--- config.mk ---
export PLATFORM = sky130hd
export DESIGN_NAME = rst_hub
export DESIGN_NICKNAME = d
export VERILOG_FILES = /design/src/rtl/rst_hub.sv
export SDC_FILE = /design/constraint.sdc
export NUM_CORES = 1
export LEC_CHECK = 0
export BUFFER_PORTS_ARGS = -buffer_cell sky130_fd_sc_hd__buf_2
export CAP_MARGIN = 20
export CORE_MARGIN = 5
export CORE_UTILIZATION = 40
export CTS_CLUSTER_DIAMETER = 50
export DETAILED_ROUTE_END_ITERATION = 12
export PLACE_DENSITY = 0.6
export SLEW_MARGIN = 20
export SYNTH_ARGS = -nofsm -noshare
export SYNTH_HDL_FRONTEND = slang
export SYNTH_SLANG_ARGS = --single-unit
--- constraint.sdc ---
create_clock -name clk_i -period 3.5 [get_ports clk_i]
set_input_delay 0.7 -clock clk_i [delete_from_list [all_inputs] [get_ports clk_i]]
set_output_delay 0.7 -clock clk_i [all_outputs]
set_load 0.03 [all_outputs]
--- src/rtl/rst_hub.sv ---
module rst_hub #(
  parameter int PWRT_W    = 10,
  parameter int OST_W     = 10,
  parameter int FILT_LEN  = 4,
  parameter int SHORT_CYC = 2
) (
  input  logic       clk_i,
  input  logic       por_i,
  input  logic       tick_i,
  input  logic       ext_rst_n_i,
  input  logic       bor_det_i,
  input  logic       bor_en_i,
  input  logic       wdt_to_i,
  input  logic       rst_instr_i,
  input  logic       stk_ovf_i,
  input  logic       stk_unf_i,
  input  logic       sleep_i,
  input  logic       pwrt_en_i,
  input  logic       ost_en_i,
  input  logic [2:0] flag_set_i,
  output logic       chip_rst_o,
  output logic       wake_o,
  output logic [7:0] cause_o,
  output logic [4:0] flags_o
);

  localparam int CW = (PWRT_W > OST_W) ? PWRT_W : OST_W;
  localparam int FW = $clog2(FILT_LEN + 1);
  localparam logic [CW-1:0] PW_MAX = CW'((1 << PWRT_W) - 1);
  localparam logic [CW-1:0] OS_MAX = CW'((1 << OST_W) - 1);
  localparam logic [CW-1:0] SC_MAX = CW'(SHORT_CYC - 1);

  typedef enum logic [1:0] {RUN, PWRT, OST, SHRT} ph_t;

  ph_t           ph;
  logic [CW-1:0] cnt;
  logic [FW-1:0] fcnt;
  logic          rst_q, w_q, wake_q, slp_q;
  logic [7:0]    cause_q;
  logic [4:0]    flg;

  // pin glitch filter: counts consecutive low samples, saturates when full
  wire pin_ok = (fcnt == FW'(FILT_LEN));

  always_ff @(posedge clk_i or posedge por_i)
    if (por_i)            fcnt <= '0;
    else if (ext_rst_n_i) fcnt <= '0;
    else if (!pin_ok)     fcnt <= fcnt + 1'b1;

  wire bor_hit = bor_det_i & bor_en_i;
  wire wdt_run = wdt_to_i & ~sleep_i;
  wire wdt_slp = wdt_to_i & sleep_i;

  logic [7:0] cz;
  assign cz = {stk_unf_i, stk_ovf_i, rst_instr_i, bor_hit, wdt_run,
               pin_ok & sleep_i, pin_ok & ~sleep_i, 1'b0};

  // reset latch and start-up sequencing
  always_ff @(posedge clk_i or posedge por_i)
    if (por_i) begin
      ph      <= PWRT;
      cnt     <= '0;
      rst_q   <= 1'b1;
      cause_q <= 8'h01;
    end else if (|cz) begin
      rst_q   <= 1'b1;
      cnt     <= '0;
      cause_q <= cz;
      ph      <= (bor_hit || ph == PWRT || ph == OST) ? PWRT : SHRT;
    end else begin
      case (ph)
        PWRT:
          if (!pwrt_en_i || (tick_i && cnt == PW_MAX)) begin
            cnt <= '0;
            if (ost_en_i) ph <= OST;
            else begin ph <= RUN; rst_q <= 1'b0; end
          end else if (tick_i) cnt <= cnt + 1'b1;
        OST:
          if (cnt == OS_MAX) begin ph <= RUN; rst_q <= 1'b0; cnt <= '0; end
          else cnt <= cnt + 1'b1;
        SHRT:
          if (cnt == SC_MAX) begin ph <= RUN; rst_q <= 1'b0; cnt <= '0; end
          else cnt <= cnt + 1'b1;
        default: ;
      endcase
    end

  // wake-up pulse on a sleeping watchdog timeout
  always_ff @(posedge clk_i or posedge por_i)
    if (por_i) begin
      w_q    <= 1'b0;
      wake_q <= 1'b0;
    end else begin
      w_q    <= wdt_slp;
      wake_q <= wdt_slp & ~w_q;
    end

  // flags {ri, to, pd, por, bor}, active low; clearing wins over restore
  always_ff @(posedge clk_i or posedge por_i)
    if (por_i) begin
      flg   <= 5'b11101;
      slp_q <= 1'b0;
    end else begin
      slp_q <= sleep_i;
      if (flag_set_i[0])      flg[0] <= 1'b1;
      if (flag_set_i[1])      flg[1] <= 1'b1;
      if (flag_set_i[2])      flg[4] <= 1'b1;
      if (bor_hit)            flg[0] <= 1'b0;
      if (sleep_i && !slp_q)  flg[2] <= 1'b0;
      if (wdt_to_i)           flg[3] <= 1'b0;
      if (rst_instr_i)        flg[4] <= 1'b0;
    end

  assign chip_rst_o = rst_q;
  assign wake_o     = wake_q;
  assign cause_o    = cause_q;
  assign flags_o    = flg;

  a_r3_cause_sets_rst: assert property (@(posedge clk_i) disable iff (por_i)
    (|cz) |=> chip_rst_o);
  a_r3_no_release_under_cause: assert property (@(posedge clk_i) disable iff (por_i)
    $fell(chip_rst_o) |-> ($past(cz) == 8'h00));
  a_r7_wake_no_rst: assert property (@(posedge clk_i) disable iff (por_i)
    (wdt_slp && cz == 8'h00 && !chip_rst_o) |=> !chip_rst_o);
  a_r7_wake_single: assert property (@(posedge clk_i) disable iff (por_i)
    wake_o |=> !wake_o);
  a_r6_bor_gated: assert property (@(posedge clk_i) disable iff (por_i)
    (bor_det_i && !bor_en_i && !flag_set_i[0]) |=> $stable(flags_o[0]));
  a_r8_ri_clear: assert property (@(posedge clk_i) disable iff (por_i)
    rst_instr_i |=> !flags_o[4]);

endmodule

# Word-level counts from Yosys, hierarchy flattened
# Cells that the tools add are included.
totals:
  word_cells: 74
  reg_bits: 32
classes:
  bitwise: 8
  n_mux: 25
  n_reduce_logical: 14
  n_addsub: 2
  eq_ne: 12
ops:
  columns: ["op", "count"]
  rows:
  - ["$mux 10", 5]
  - ["$pmux 10 s3", 1]
  - ["$mux 2", 6]
  - ["$add 10x1->10 const B", 1]
  - ["$eq 10x1->1 const B", 1]
  - ["$eq 10x10->1 const B", 1]
  - ["$mux 1", 9]
  - ["$reduce_or 7->1", 1]
  - ["$and 1x1->1", 6]
  - ["$mux 3", 2]
  - ["$ne 3x2->1 const B", 2]
  - ["$ne 3x3->1 const B", 2]
  - ["$pmux 2 s3", 1]
  - ["$reduce_and 5->1", 1]
  - ["$eq 2x2->1 const B", 2]
  - ["$ne 4x3->1 const B", 1]
  - ["$reduce_and 4->1", 1]
  - ["$reduce_bool 2->1", 2]
  - ["$reduce_bool 4->1", 1]
  - ["$add 3x1->3 const B", 1]
  - ["$eq 3x3->1 const B", 1]
  - ["$logic_or 1x1->1", 3]
  - ["$pmux 1 s3", 1]
  - ["$eq 2x1->1 const B", 1]
  - ["other kinds (5)", 8]

# Longest topological paths before layout
depth:
  ltp_word: 6
  depth_mapped: 9

# Least setup slack after synthesis
# OpenSTA, ideal clock, no wires.
synth_timing:
  path_type: "input to register"
  start: "input sleep_i"
  end: "register cnt[8]"
  required_ns: 3.374
  path_stages: 6
  path_buffers: 2
  arrival_ns: 1.794
  slack_ns: 1.580
  cell_sequence: "nand2b_1 and4_1 buf_2 and2_1 buf_2 a221o_1"
synth_via:
  elab_chain_len: 5
synth_lines:
  columns: ["element", "line_no", "rtl"]
  rows:
  - ["start, declared", "17", "input logic sleep_i,"]
  - ["$not 1->1", "51, 56", null]
  - ["$and 1x1->1, on equally long branches", "51, 56", null]
  - ["$reduce_or 7->1 (*)", "65", "end else if (|cz) begin"]
  - ["$ne 4x3->1 (no line) / $reduce_bool 4->1 (equally long branches)", null, null]
  - ["$reduce_and 2->1 (no line)", null, null]
  - ["end signal, assigned", "77", "end else if (tick_i) cnt <= cnt + 1'b1;"]
  - ["end signal, assigned", "80", "else cnt <= cnt + 1'b1;"]
  - ["end signal, assigned", "83", "else cnt <= cnt + 1'b1;"]
  - ["end, declared", "36", "logic [CW-1:0] cnt;"]
# Mark *: on every way between the ends. The rest lies on a longest branch, timed or not.
# A chain may end at the register's enable or synchronous reset.

# Worst setup path after layout
layout_timing:
  start: "register fcnt[0]"
  end: "register cnt[8]"
layout_via:
  elab_chain_len: 5
layout_lines:
  columns: ["element", "line_no", "rtl"]
  rows:
  - ["start, declared", "37", "logic [FW-1:0] fcnt;"]
  - ["start signal, assigned", "48", "else if (!pin_ok) fcnt <= fcnt + 1'b1;"]
  - ["$eq 3x3->1 (*)", "43", "wire pin_ok = (fcnt == FW'(FILT_LEN));"]
  - ["$and 1x1->1", "56", "pin_ok & sleep_i, pin_ok & ~sleep_i, 1'b0};"]
  - ["$reduce_or 7->1 (*)", "65", null]
  - ["$ne 4x3->1 (no line) / $reduce_bool 4->1 (equally long branches)", null, null]
  - ["$reduce_and 2->1 (no line)", null, null]
# Marked as above.

==> results.ini <==
[logic_synthesis]
yosys.cell_types.count=44
synthArstFlopShare_pct=100.0
synth_xor_area_share_pct=0.5397
ys_ff_latch=32
synth_top_family_by_area=simple AND/OR/NAND/NOR gates
synth-simple-area-share_pct=28.53
synth_commonest_cells=nand2_1, dfrtp_1, nor2_1, inv_1, nand4_1
yosysWarningCount=0
synthMuxAreaShare_pct=0.6168
yosysSeqAreaShare_pct=49.88
synth-edff-count=0
syn_avg_cell_area_um2=9.895
syn_nets=184
synthTopCellsByArea=dfrtp_1, dfstp_2, nand2_1
syn_inst=164
synthAdderAreaFrac_pct=3.084
synth.most_common_cell=nand2_1
ys.flop_type=dfrtp_1
yosys.area.top_type=dfrtp_1
netlist_area_um2=1623
synth_compound_area_share_pct=13.96
synth_top_cell_area_share_pct=38.55

[floorplanning]
die-area_um2=5431
start_util_pct=40.86
placementRows=23
core_area_um2=3971
fp.dieW_um=73.70
io_pins=31
die_y_um=73.70

[grt]
grt_first_pass_wirelength_mm=6.375
gr-total-overflow=0
antenna_found_initial=0
grt_max_degree=30
grt_pass1_vias=1395
grt_usage_pct=15.35

[power_and_ir_drop]
p_per_area_nw_per_um2=401.2
p_leak_uw=0.0008703
ir_drop_v=0.0002327

[min_path]
worstHoldPathCells=1
min_from=w_q
hold_class=reg2reg
hold_path_end=wake_o

[place]
hpwl_mm=2.719
numPortBuffers=30
gp_congestion=0.9065
placed_area_um2=1833

[job]
maxCapViolations=0

[sta]
hold_slack_ps=404.3
final.period_utilization_pct=59.01
final_max_slew_viol_count=0
skew_ps=6.807
setup_violations=0
maxSlewHeadroom_pct=60.60
fmax_mhz=484.2
worst_slew_pin_slew_ps=590.1
hold_viol=0
min_period_ps=2065
tns_ps=0
rsz0062_at_grt=no

[clock_network]
h-tree-depth=2
cts_resized=0
clk_latency_ps=280
cts_tree=built
cts_setup_buffers=0
clock_sinks=32
cts_buffers=5
clkSlewWorstSetupHoldPaths_ps=60
clk_path_buf_depth=2
clock-root-buffer=clkbuf_8
holdBufCountCts=0

[layout]
synthToLayoutAreaGrowth_pct=17.96
final_cell_area_um2=1914
final_nets=219
final_layout_size_suffix_gt1_share_pct=28.00
diodes=0

[detailed_routing]
wl_per_cell_um=14.73
drcViolationCount=0
vias_per_cell=5.452
first_iter_violations=46
ant_nets=0
first_pass_iters=4
wl_mm=3.682
vias=1363

[status]
status=completed

[critical_path]
r2r-end=cnt[8]
criticalPathCategory=reg2reg
r2r_slack_ps=1430
worst_setup_path_start_kind=flip-flop
crit_fanout=11
end_kind=flip-flop
arrival_ps=2220
rr_worst_depth=7
worstPathRequired_ps=3660
r2r_start=fcnt[0]

-- final cells by class --
class | instances | area [µm²]
clock buffers | 7 | 76.32
clock inverters | 1 | 5.005
fillers | 376 | 2057
inverters | 10 | 37.54
multi-input cells | 118 | 758.2
flip-flops and latches | 32 | 809.5
well taps | 50 | 62.56
repair buffers | 32 | 165.2
-- metal layers --
layer / share of wire (%) / GRT usage (%) / wire length [µm] / vias to the layer above
met3: 6.3 / 3.694 / 233 / 9
li1: - / - / - / 660
met2: 48 / 24.80 / 1754 / 37
met5: 0 / 0 / 0 / -
met1: 44 / 19.18 / 1609 / 657
met4: 2.3 / 7.243 / 84 / 0
-- cell families (layout without fill, tap and decap cells) --
family	Yosys count	in the layout
AOI/OAI and AO/OA	28	28
adders and majority gates	4	4
muxes	1	1
xor gates and xnor gates	1	1
and+or+nand+nor	84	84
DFF	32	32
buffers and inverters	14	50
-- how the worst max path moves through the flow --
| stage | startpoint | end | slack, ps |
|---|---|---|---|
| 2_1_floorplan | sleep_i | cnt[8] | 1580 |
| 3_3_place_gp | stk_unf_i | cnt[8] | 1310 |
| 3_5_place_dp | stk_unf_i | cnt[8] | 1250 |
| 4_1_cts | fcnt[0] | cnt[7] | 1420 |
| 5_1_grt | fcnt[0] | cnt[7] | 1280 |
| 6_report | fcnt[0] | cnt[8] | 1430 |
-- state kept, by name (all words and copies together), names as in the netlist --
name / flops
chip_rst_o: 1
cnt: 10
slp_q: 1
fcnt: 3
ph: 2
wake_o: 1
flags_o: 5
cause_o: 8
w_q: 1
-- through the flow --
step | cells | total power (µW) | setup WS [ps] | utilization (%)
5_1_grt | 250 | 815.7 | 1282 | 48.20
6_report | 250 | 768.1 | 1435 | 48.20
4_1_cts | 250 | 782.2 | 1421 | 48.20
3_5_place_dp | 242 | 509.9 | 1252 | 46.16
2_1_floorplan | 164 | 475.0 | 1580 | -
3_3_place_gp | 242 | 506.3 | 1312 | 46.16
-- cells in the final DEF (no fill, tap or decap), types with 2 or more instances in the layout --
master / netlist / final
buf_2: 2 / 30
nand2_1: 28 / 28
dfrtp_1: 25 / 25
nor2_1: 12 / 12
nand4_1: 10 / 10
inv_1: 10 / 9
nand3_1: 8 / 8
dfstp_2: 7 / 7
clkbuf_8: 0 / 5
nor3_1: 4 / 4
ha_1: 4 / 4
nand2b_1: 3 / 3
a21o_1: 3 / 3
o21ai_0: 3 / 3
a21oi_1: 3 / 3
and2_1: 3 / 3
o31ai_1: 3 / 3
and4_1: 2 / 2
nor4_1: 2 / 2
a31oi_1: 2 / 2
o22ai_1: 2 / 2
a221o_1: 2 / 2
nor2b_1: 2 / 2
o21ai_1: 2 / 2
clkbuf_1: 2 / 2
buf_4: 0 / 2
-- report_power, final --
| part | leakage [µW] | switching, µW | internal [µW] |
|---|---|---|---|
| Combinational | 0.000428 | 66.9 | 38.2 |
| Clock | 0.0000422 | 125 | 139 |
| Sequential | 0.000400 | 11.6 | 387 |
| Total | 0.000870 | 204 | 564 |
-- critical path, cell delays in order, from the launching register on --
cell and delay, ps:
dfrtp_1 390, inv_1 70, ha_1 250, nand2_1 190
and4_1 240, and2_1 390, nor3_2 100, a221o_1 330
Power figures use the tool's default switching activity.
